===== src/rtl/rxtb_pkg.sv =====
package rxtb_pkg;
  typedef enum logic [1:0] {
    SRC_PLL = 2'd0,
    SRC_EXT = 2'd1,
    SRC_AUX = 2'd2,
    SRC_TX  = 2'd3
  } clk_src_e;
  localparam int NUM_SRC  = 4;
  localparam int NUM_LINE = 3;
endpackage


===== src/rtl/rxtb_clk_pick.sv =====
module rxtb_clk_pick #(
  parameter int NSRC = 4,
  localparam int SW = $clog2(NSRC)
) (
  input  logic            clk,
  input  logic            rst,
  input  logic [NSRC-1:0] src,
  input  logic [SW-1:0]   sel,
  input  logic            inv,
  output logic            tick
);
  logic [NSRC-1:0] src_q, src_q2;
  logic now_lvl, old_lvl, edge_c;

  always_comb begin
    now_lvl = src_q[sel];
    old_lvl = src_q2[sel];
    edge_c  = inv ? (old_lvl & ~now_lvl) : (~old_lvl & now_lvl);
  end

  always_ff @(posedge clk) begin
    if (rst) begin
      src_q  <= '0;
      src_q2 <= '0;
      tick   <= 1'b0;
    end else begin
      src_q  <= src;
      src_q2 <= src_q;
      tick   <= edge_c;
    end
  end

  // one selected edge gives one strobe, never two in a row
  a_r2_single_strobe: assert property (@(posedge clk) disable iff (rst)
    tick && $stable(sel) && $stable(inv) |=> !tick)
    else $error("a_r2_single_strobe");
endmodule


===== src/rtl/rxtb_sync_delay.sv =====
module rxtb_sync_delay #(
  parameter int NLINE = 3,
  parameter int DLY_W = 10,
  localparam int MSW = $clog2(NLINE + 1)
) (
  input  logic             clk,
  input  logic             rst,
  input  logic             rx_rst,
  input  logic             tick,
  input  logic [NLINE-1:0] line_sync,
  input  logic [MSW-1:0]   master_sel,
  input  logic [DLY_W-1:0] delay,
  output logic             load
);
  logic [NLINE-1:0] sprev, rise;
  logic             m_rise, busy;
  logic [DLY_W-1:0] cnt;

  always_comb begin
    rise   = line_sync & ~sprev;
    m_rise = 1'b0;
    for (int i = 0; i < NLINE; i++)
      if (master_sel == MSW'(i)) m_rise = rise[i];
    load = tick && !rx_rst &&
           ((m_rise && delay == '0) ||
            (!m_rise && busy && cnt == DLY_W'(1)));
  end

  always_ff @(posedge clk) begin
    if (rst || rx_rst) begin
      sprev <= '0;
      busy  <= 1'b0;
      cnt   <= '0;
    end else if (tick) begin
      sprev <= line_sync;
      if (m_rise) begin
        cnt  <= delay;
        busy <= (delay != '0);
      end else if (busy) begin
        cnt <= cnt - 1'b1;
        if (cnt == DLY_W'(1)) busy <= 1'b0;
      end
    end
  end

  // a master sync restarts the delay from the programmed value
  a_r8_restart: assert property (@(posedge clk) disable iff (rst)
    tick && m_rise && !rx_rst && delay != '0 |=> busy && cnt == $past(delay))
    else $error("a_r8_restart");
  // the delay state moves only on bit ticks
  a_r6_tick_only: assert property (@(posedge clk) disable iff (rst)
    !tick && !rx_rst |=> $stable(cnt) && $stable(busy))
    else $error("a_r6_tick_only");
  // a pending delay always has a count left
  a_r7_pending_nonzero: assert property (@(posedge clk) disable iff (rst)
    busy |-> cnt != '0)
    else $error("a_r7_pending_nonzero");
endmodule


===== src/rtl/rxtb_counters.sv =====
module rxtb_counters #(
  parameter int FLEN_W = 8,
  parameter int MF_W   = 6
) (
  input  logic              clk,
  input  logic              rst,
  input  logic              rx_rst,
  input  logic              tick,
  input  logic              load,
  input  logic [FLEN_W-1:0] flen_m1,
  input  logic [MF_W-1:0]   mflen_m1,
  output logic [FLEN_W-1:0] bitc,
  output logic [MF_W-1:0]   frm,
  output logic              mf,
  output logic              fs
);
  always_ff @(posedge clk) begin
    if (rst || rx_rst) begin
      bitc <= '0;
      frm  <= '0;
      mf   <= 1'b0;
      fs   <= 1'b1;
    end else if (tick) begin
      if (load) begin
        bitc <= '0;
        frm  <= '0;
        mf   <= 1'b1;
        fs   <= 1'b1;
      end else begin
        mf <= 1'b0;
        if (bitc >= flen_m1) begin
          bitc <= '0;
          fs   <= 1'b1;
          frm  <= (frm >= mflen_m1) ? '0 : frm + 1'b1;
        end else begin
          bitc <= bitc + 1'b1;
          fs   <= 1'b0;
        end
      end
    end
  end

  a_r4_bit_wrap: assert property (@(posedge clk) disable iff (rst)
    tick && !load && !rx_rst && bitc >= flen_m1 |=> bitc == '0)
    else $error("a_r4_bit_wrap");
  a_r5_frame_wrap: assert property (@(posedge clk) disable iff (rst)
    tick && !load && !rx_rst && bitc >= flen_m1 && frm >= mflen_m1 |=> frm == '0)
    else $error("a_r5_frame_wrap");
  a_r7_align: assert property (@(posedge clk) disable iff (rst)
    tick && load && !rx_rst |=> mf && bitc == '0 && frm == '0)
    else $error("a_r7_align");
  a_r9_start_flag: assert property (@(posedge clk) disable iff (rst)
    fs == (bitc == '0))
    else $error("a_r9_start_flag");
  a_r10_reinit: assert property (@(posedge clk) disable iff (rst)
    rx_rst |=> bitc == '0 && frm == '0 && !mf)
    else $error("a_r10_reinit");
endmodule


===== src/rtl/pcm_rx_timebase.sv =====
module pcm_rx_timebase
  import rxtb_pkg::*;
#(
  parameter int FLEN_W = 8,
  parameter int MF_W   = 6,
  parameter int DLY_W  = 10
) (
  input  logic              clk,
  input  logic              rst,
  input  logic              rx_rst,
  input  logic [3:0]        clk_src,
  input  logic [1:0]        clk_sel,
  input  logic              clk_inv,
  input  logic [2:0]        line_sync,
  input  logic [1:0]        master_sel,
  input  logic [DLY_W-1:0]  sync_delay,
  input  logic [FLEN_W-1:0] frame_len_m1,
  input  logic [MF_W-1:0]   mf_len_m1,
  output logic              bit_tick,
  output logic [FLEN_W-1:0] bit_pos,
  output logic [MF_W-1:0]   frame_num,
  output logic              mf_sync,
  output logic              frame_start
);
  logic load;

  rxtb_clk_pick #(.NSRC(NUM_SRC)) u_pick (
    .clk(clk), .rst(rst), .src(clk_src), .sel(clk_sel),
    .inv(clk_inv), .tick(bit_tick)
  );

  rxtb_sync_delay #(.NLINE(NUM_LINE), .DLY_W(DLY_W)) u_dly (
    .clk(clk), .rst(rst), .rx_rst(rx_rst), .tick(bit_tick),
    .line_sync(line_sync), .master_sel(master_sel),
    .delay(sync_delay), .load(load)
  );

  rxtb_counters #(.FLEN_W(FLEN_W), .MF_W(MF_W)) u_cnt (
    .clk(clk), .rst(rst), .rx_rst(rx_rst), .tick(bit_tick), .load(load),
    .flen_m1(frame_len_m1), .mflen_m1(mf_len_m1),
    .bitc(bit_pos), .frm(frame_num), .mf(mf_sync), .fs(frame_start)
  );
endmodule


===== config.mk =====
export PLATFORM = sky130hd
export DESIGN_NAME = pcm_rx_timebase
export DESIGN_NICKNAME = d
export VERILOG_FILES = /design/src/rtl/rxtb_pkg.sv /design/src/rtl/rxtb_clk_pick.sv /design/src/rtl/rxtb_sync_delay.sv /design/src/rtl/rxtb_counters.sv /design/src/rtl/pcm_rx_timebase.sv
export SDC_FILE = /design/constraint.sdc
export NUM_CORES = 1
export LEC_CHECK = 0
export BUFFER_PORTS_ARGS = -buffer_cell sky130_fd_sc_hd__buf_2
export CORE_MARGIN = 2
export CORE_UTILIZATION = 46
export DETAILED_ROUTE_END_ITERATION = 8
export PLACE_DENSITY = 0.72
export SYNTH_ARGS = -nofsm -noshare
export SYNTH_HDL_FRONTEND = slang
export SYNTH_SLANG_ARGS = --single-unit

===== constraint.sdc =====
create_clock -name clk -period 3.6 [get_ports clk]
set_input_delay 0 -clock clk [delete_from_list [all_inputs] [get_ports clk]]
set_output_delay 0 -clock clk [all_outputs]
set_load 0.02 [all_outputs]

==> impl_metrics.csv <==
group,metric,value,unit
outcome,status,"completed",
synth,yosysWarnings,0,
clock_network,clock_latency,0.29,ns
worst_setup_path,worstSetupStartpointType,"input port",
synth,synth_top_family_by_area,"compound AO/OA/AOI/OAI gates",
worst_setup_path,r2r_end,"u_cnt.bitc[1]",
sta,slew_headroom,0.3823,
power,intPower,628.5,µW
global_routing,grt_pass1_vias,1962,
die,ioPinCount,56,
clock_network,cts_tree,"yes",
synth,synth-edff-count,0,
synth,synth-xor-area-share,0.02584,
sta,finalMaxSlewViolations,0,
clock_network,clock_sinks,39,
die,rows,26,
global_routing,grtUsageTotal,0.1997,
flow_run,drv_cap,0,
power,p_sw_frac,0.2675,
sta,period_share,0.6665,
worst_setup_path,cp_cell_sequence,"dlygate4sd3_1 -> buf_2 -> inv_1 -> o31a_1 -> or3_4 -> a2111oi_4 -> o32ai_1",
cells_and_area,area_delta_synth_final,21.94,%
power,p_per_area,296.6,nW/µm²
synth,syn_inst,273,
sta,final.min_clock_period,2.399,ns
global_routing,antenna_found_initial,0,
power,switchingPower,229.6,µW
global_routing,grt_max_degree,32,
clock_network,cts-root-buf,"clkbuf_8",
die,start_util,0.4705,
synth,synthDistinctLibCells,49,
synth,yosys-top-cells-area,"dfxtp_1 33%, ha_1 9.5%, a211oi_1 4.4%",
synth,synthAdderAreaFrac,0.09494,
synth,ys_ff_latch,39,
synth,ys.flop_type,"dfxtp_1",
worst_setup_path,reg2reg_depth,5,
routing,drc_errors,0,
sta,tightest_slew,0.9266,ns
global_routing,grt_overflow,0,
worst_setup_path,end_kind,"flip-flop",
die,chipHeight,75.82,µm
worst_setup_path,rrSetupSlack,1.20,ns
power,ir_drop,0.0002069,V
die,die_w,75.82,µm
sta,fin_setup_tns,0,ns
clock_network,h-tree-depth,2,
worst_setup_path,crit_fanout,16,
synth,synth-simple-area-share,0.2078,
sta,skew,0.007741,ns
synth,yosysSeqAreaShare,0.3291,
hold_path,hold_path_class,"input port to flip-flop",
power,power_frac_comb,0.151,
clock_network,cts.clk_slew.worst_paths,0.08,ns
routing,first_pass_iters,4,
worst_setup_path,cp.arrival,2.51,ns
routing,wire_per_inst,13.99,µm
synth,async_flop_share,0,
cells_and_area,final_cell_mix,"55 x buf_2, 39 x dfxtp_1, 21 x inv_1",
worst_setup_path,cp_slowest_cell,"a2111oi_4",
cells_and_area,instances_no_fill,406,
synth,synth-compound-area-share,0.2405,
worst_setup_path,critical_path.max_stage_delay,0.82,ns
synth,syn_area,2372,µm²
cells_and_area,n_fill_cell,442,
die,die-area,5748,µm²
synth,synth_top_area_cell,"dfxtp_1",
power,seqPwrFrac,0.516,
routing,avgViaCountPerCell,5.633,
place,dpl.cell_count,388,
cells_and_area,antenna_cells,0,
synth,synth_nets,330,
synth,synth.area.mux_share,0.04430,
worst_setup_path,critical_path_required,3.71,ns
worst_setup_path,r2r_start,"u_dly.sprev[1]",
place,hpwlAfterDp,3.953,mm
synth,synth_area_per_cell,8.690,µm²
hold_path,hold_start,"clk_inv",
clock_network,cts.path.max_buffers,2,
cells_and_area,final_common_cell,"buf_2",
hold_path,hold_path_end,"u_pick.tick",
hold_path,whs_path_depth,3,
place,gp_congestion,0.8610,
die,core,5042,µm²
clock_network,post_cts_buffers,0,
routing,drt_iter0_drc,146,
sta,finalHoldViolCount,0,
synth,yosysTopAreaCellShare,0.3291,
cells_and_area,fin_nets,393,
sta,fmaxAchievable,416.8,MHz
place,io_buffers,55,
power,pwr-share-clk,0.334,
routing,vias,2287,
sta,rsz0062_at_grt,"no",
global_routing,grt_pass1_wl,8.845,mm
sta,setup_violations,0,
cells_and_area,drive_gt1_frac,0.2143,
clock_network,cts_buffers,5,
routing,drt-total-wl,5.679,mm
worst_setup_path,critical_path_class,"input port to flip-flop",
routing,ant_nets,0,
power,p_leak,0.001275,µW
[worst max path at each step]
| stage | endpoint | startpoint | slack, ns |
|---|---|---|---|
| finish | u_cnt.bitc[1] | line_sync[2] | 1.20 |
| global route | u_cnt.bitc[1] | u_dly.sprev[0] | 1.05 |
| CTS | u_cnt.bitc[1] | u_dly.sprev[1] | 1.21 |
| detailed placement | u_cnt.bitc[1] | u_dly.sprev[1] | 1.23 |
| global placement | u_cnt.bitc[1] | u_dly.sprev[1] | 1.28 |
| floorplan | u_cnt.fs | u_cnt.bitc[6] | 1.61 |
[per-layer routing]
metal  routed length, µm  track usage  vias to the layer above
li1                    -            -                     1150
met1                2661       0.2707                     1056
met2                2647       0.3228                       72
met3                 288      0.04233                        9
met4                  81      0.05263                        0
met5                   0            0                        -
[synthesized netlist by cell type (2+ instances only)]
master and count:
nor2b_1 11, a22o_1 2, o211ai_1 6, mux2i_1 6, inv_1 21, nand2b_1 2, and3_1 7, a22oi_1 4
nand4b_1 2, dfxtp_1 39, o31ai_1 5, o2111ai_1 2, xor2_1 5, a21oi_1 16, nor3b_1 2, a211oi_1 14
a221oi_1 2, a31oi_1 3, xnor2_1 2, buf_1 2, nor3_1 3, clkbuf_1 9, nand4_1 4, nor2_1 14
and2_1 2, o32ai_1 3, nor4_1 11, a21o_1 6, nand2_1 11, mux4_2 2, ha_1 18, nand3_1 11
o21ai_0 10
[through the flow]
step | total power [µW] | worst slack, ns | utilization | instance area (µm²) | hold WS [ns]
2_1_floorplan | 525.4 | 1.614 | - | 2372 | 0.06907
3_3_place_gp | 568.9 | 1.285 | 0.5355 | 2700 | 0.2063
3_5_place_dp | 570.8 | 1.225 | 0.5355 | 2700 | 0.2141
4_1_cts | 861.7 | 1.213 | 0.5737 | 2893 | 0.002127
5_1_grt | 892.9 | 1.049 | 0.5737 | 2893 | 0.02151
6_report | 858.1 | 1.201 | 0.5737 | 2893 | 0.004800
[area by class of cell]
type                            count  area, µm²  share of cell area
Tap cell                           70      87.58             0.03028
Multi-Input combinational cell    200       1455              0.5030
Timing Repair Buffer               69      407.9              0.1410
Sequential cell                    39      780.7              0.2699
Inverter                           21      78.83             0.02725
Clock inverter                      2      13.76            0.004758
Clock buffer                        5      68.82             0.02379
[flip-flops by register name, indices dropped and copies added, names as in the netlist]
register / cells
u_cnt.fs: 1
u_cnt.mf: 1
u_cnt.bitc: 8
u_pick.tick: 1
u_dly.sprev: 3
u_dly.cnt: 10
u_dly.busy: 1
u_pick.src_q2: 4
u_pick.src_q: 4
u_cnt.frm: 6
[worst max-delay path, delay by kind of cell]
family | cells | cell delay, ns
compound gates | 3 | 1.41
simple gates | 1 | 0.40
buf+inv | 3 | 0.69
[repair_timing]
item | 4_1_cts | 5_1_grt
gates resized for setup | 0 | 0
hold endpoints to repair | 9 | 0
hold buffers | 11 | 0
[logic make-up after synthesis]
kind of cell	Yosys count
and+or+nand+nor	87
AOI/OAI and AO/OA	80
DFF	39
buffers and inverters	34
adders and majority gates	18
muxes	8
xor gates and xnor gates	7
[power groups by stage]
stage               logic, µW  registers [µW]  clock network (µW)
floorplan                72.6             453                   0
global route              143             443                 307
finish                    129             442                 286
detailed placement        118             452                   0
global placement          117             452                   0
CTS                       128             442                 292
Note: power is estimated with default switching activity, not from simulation.
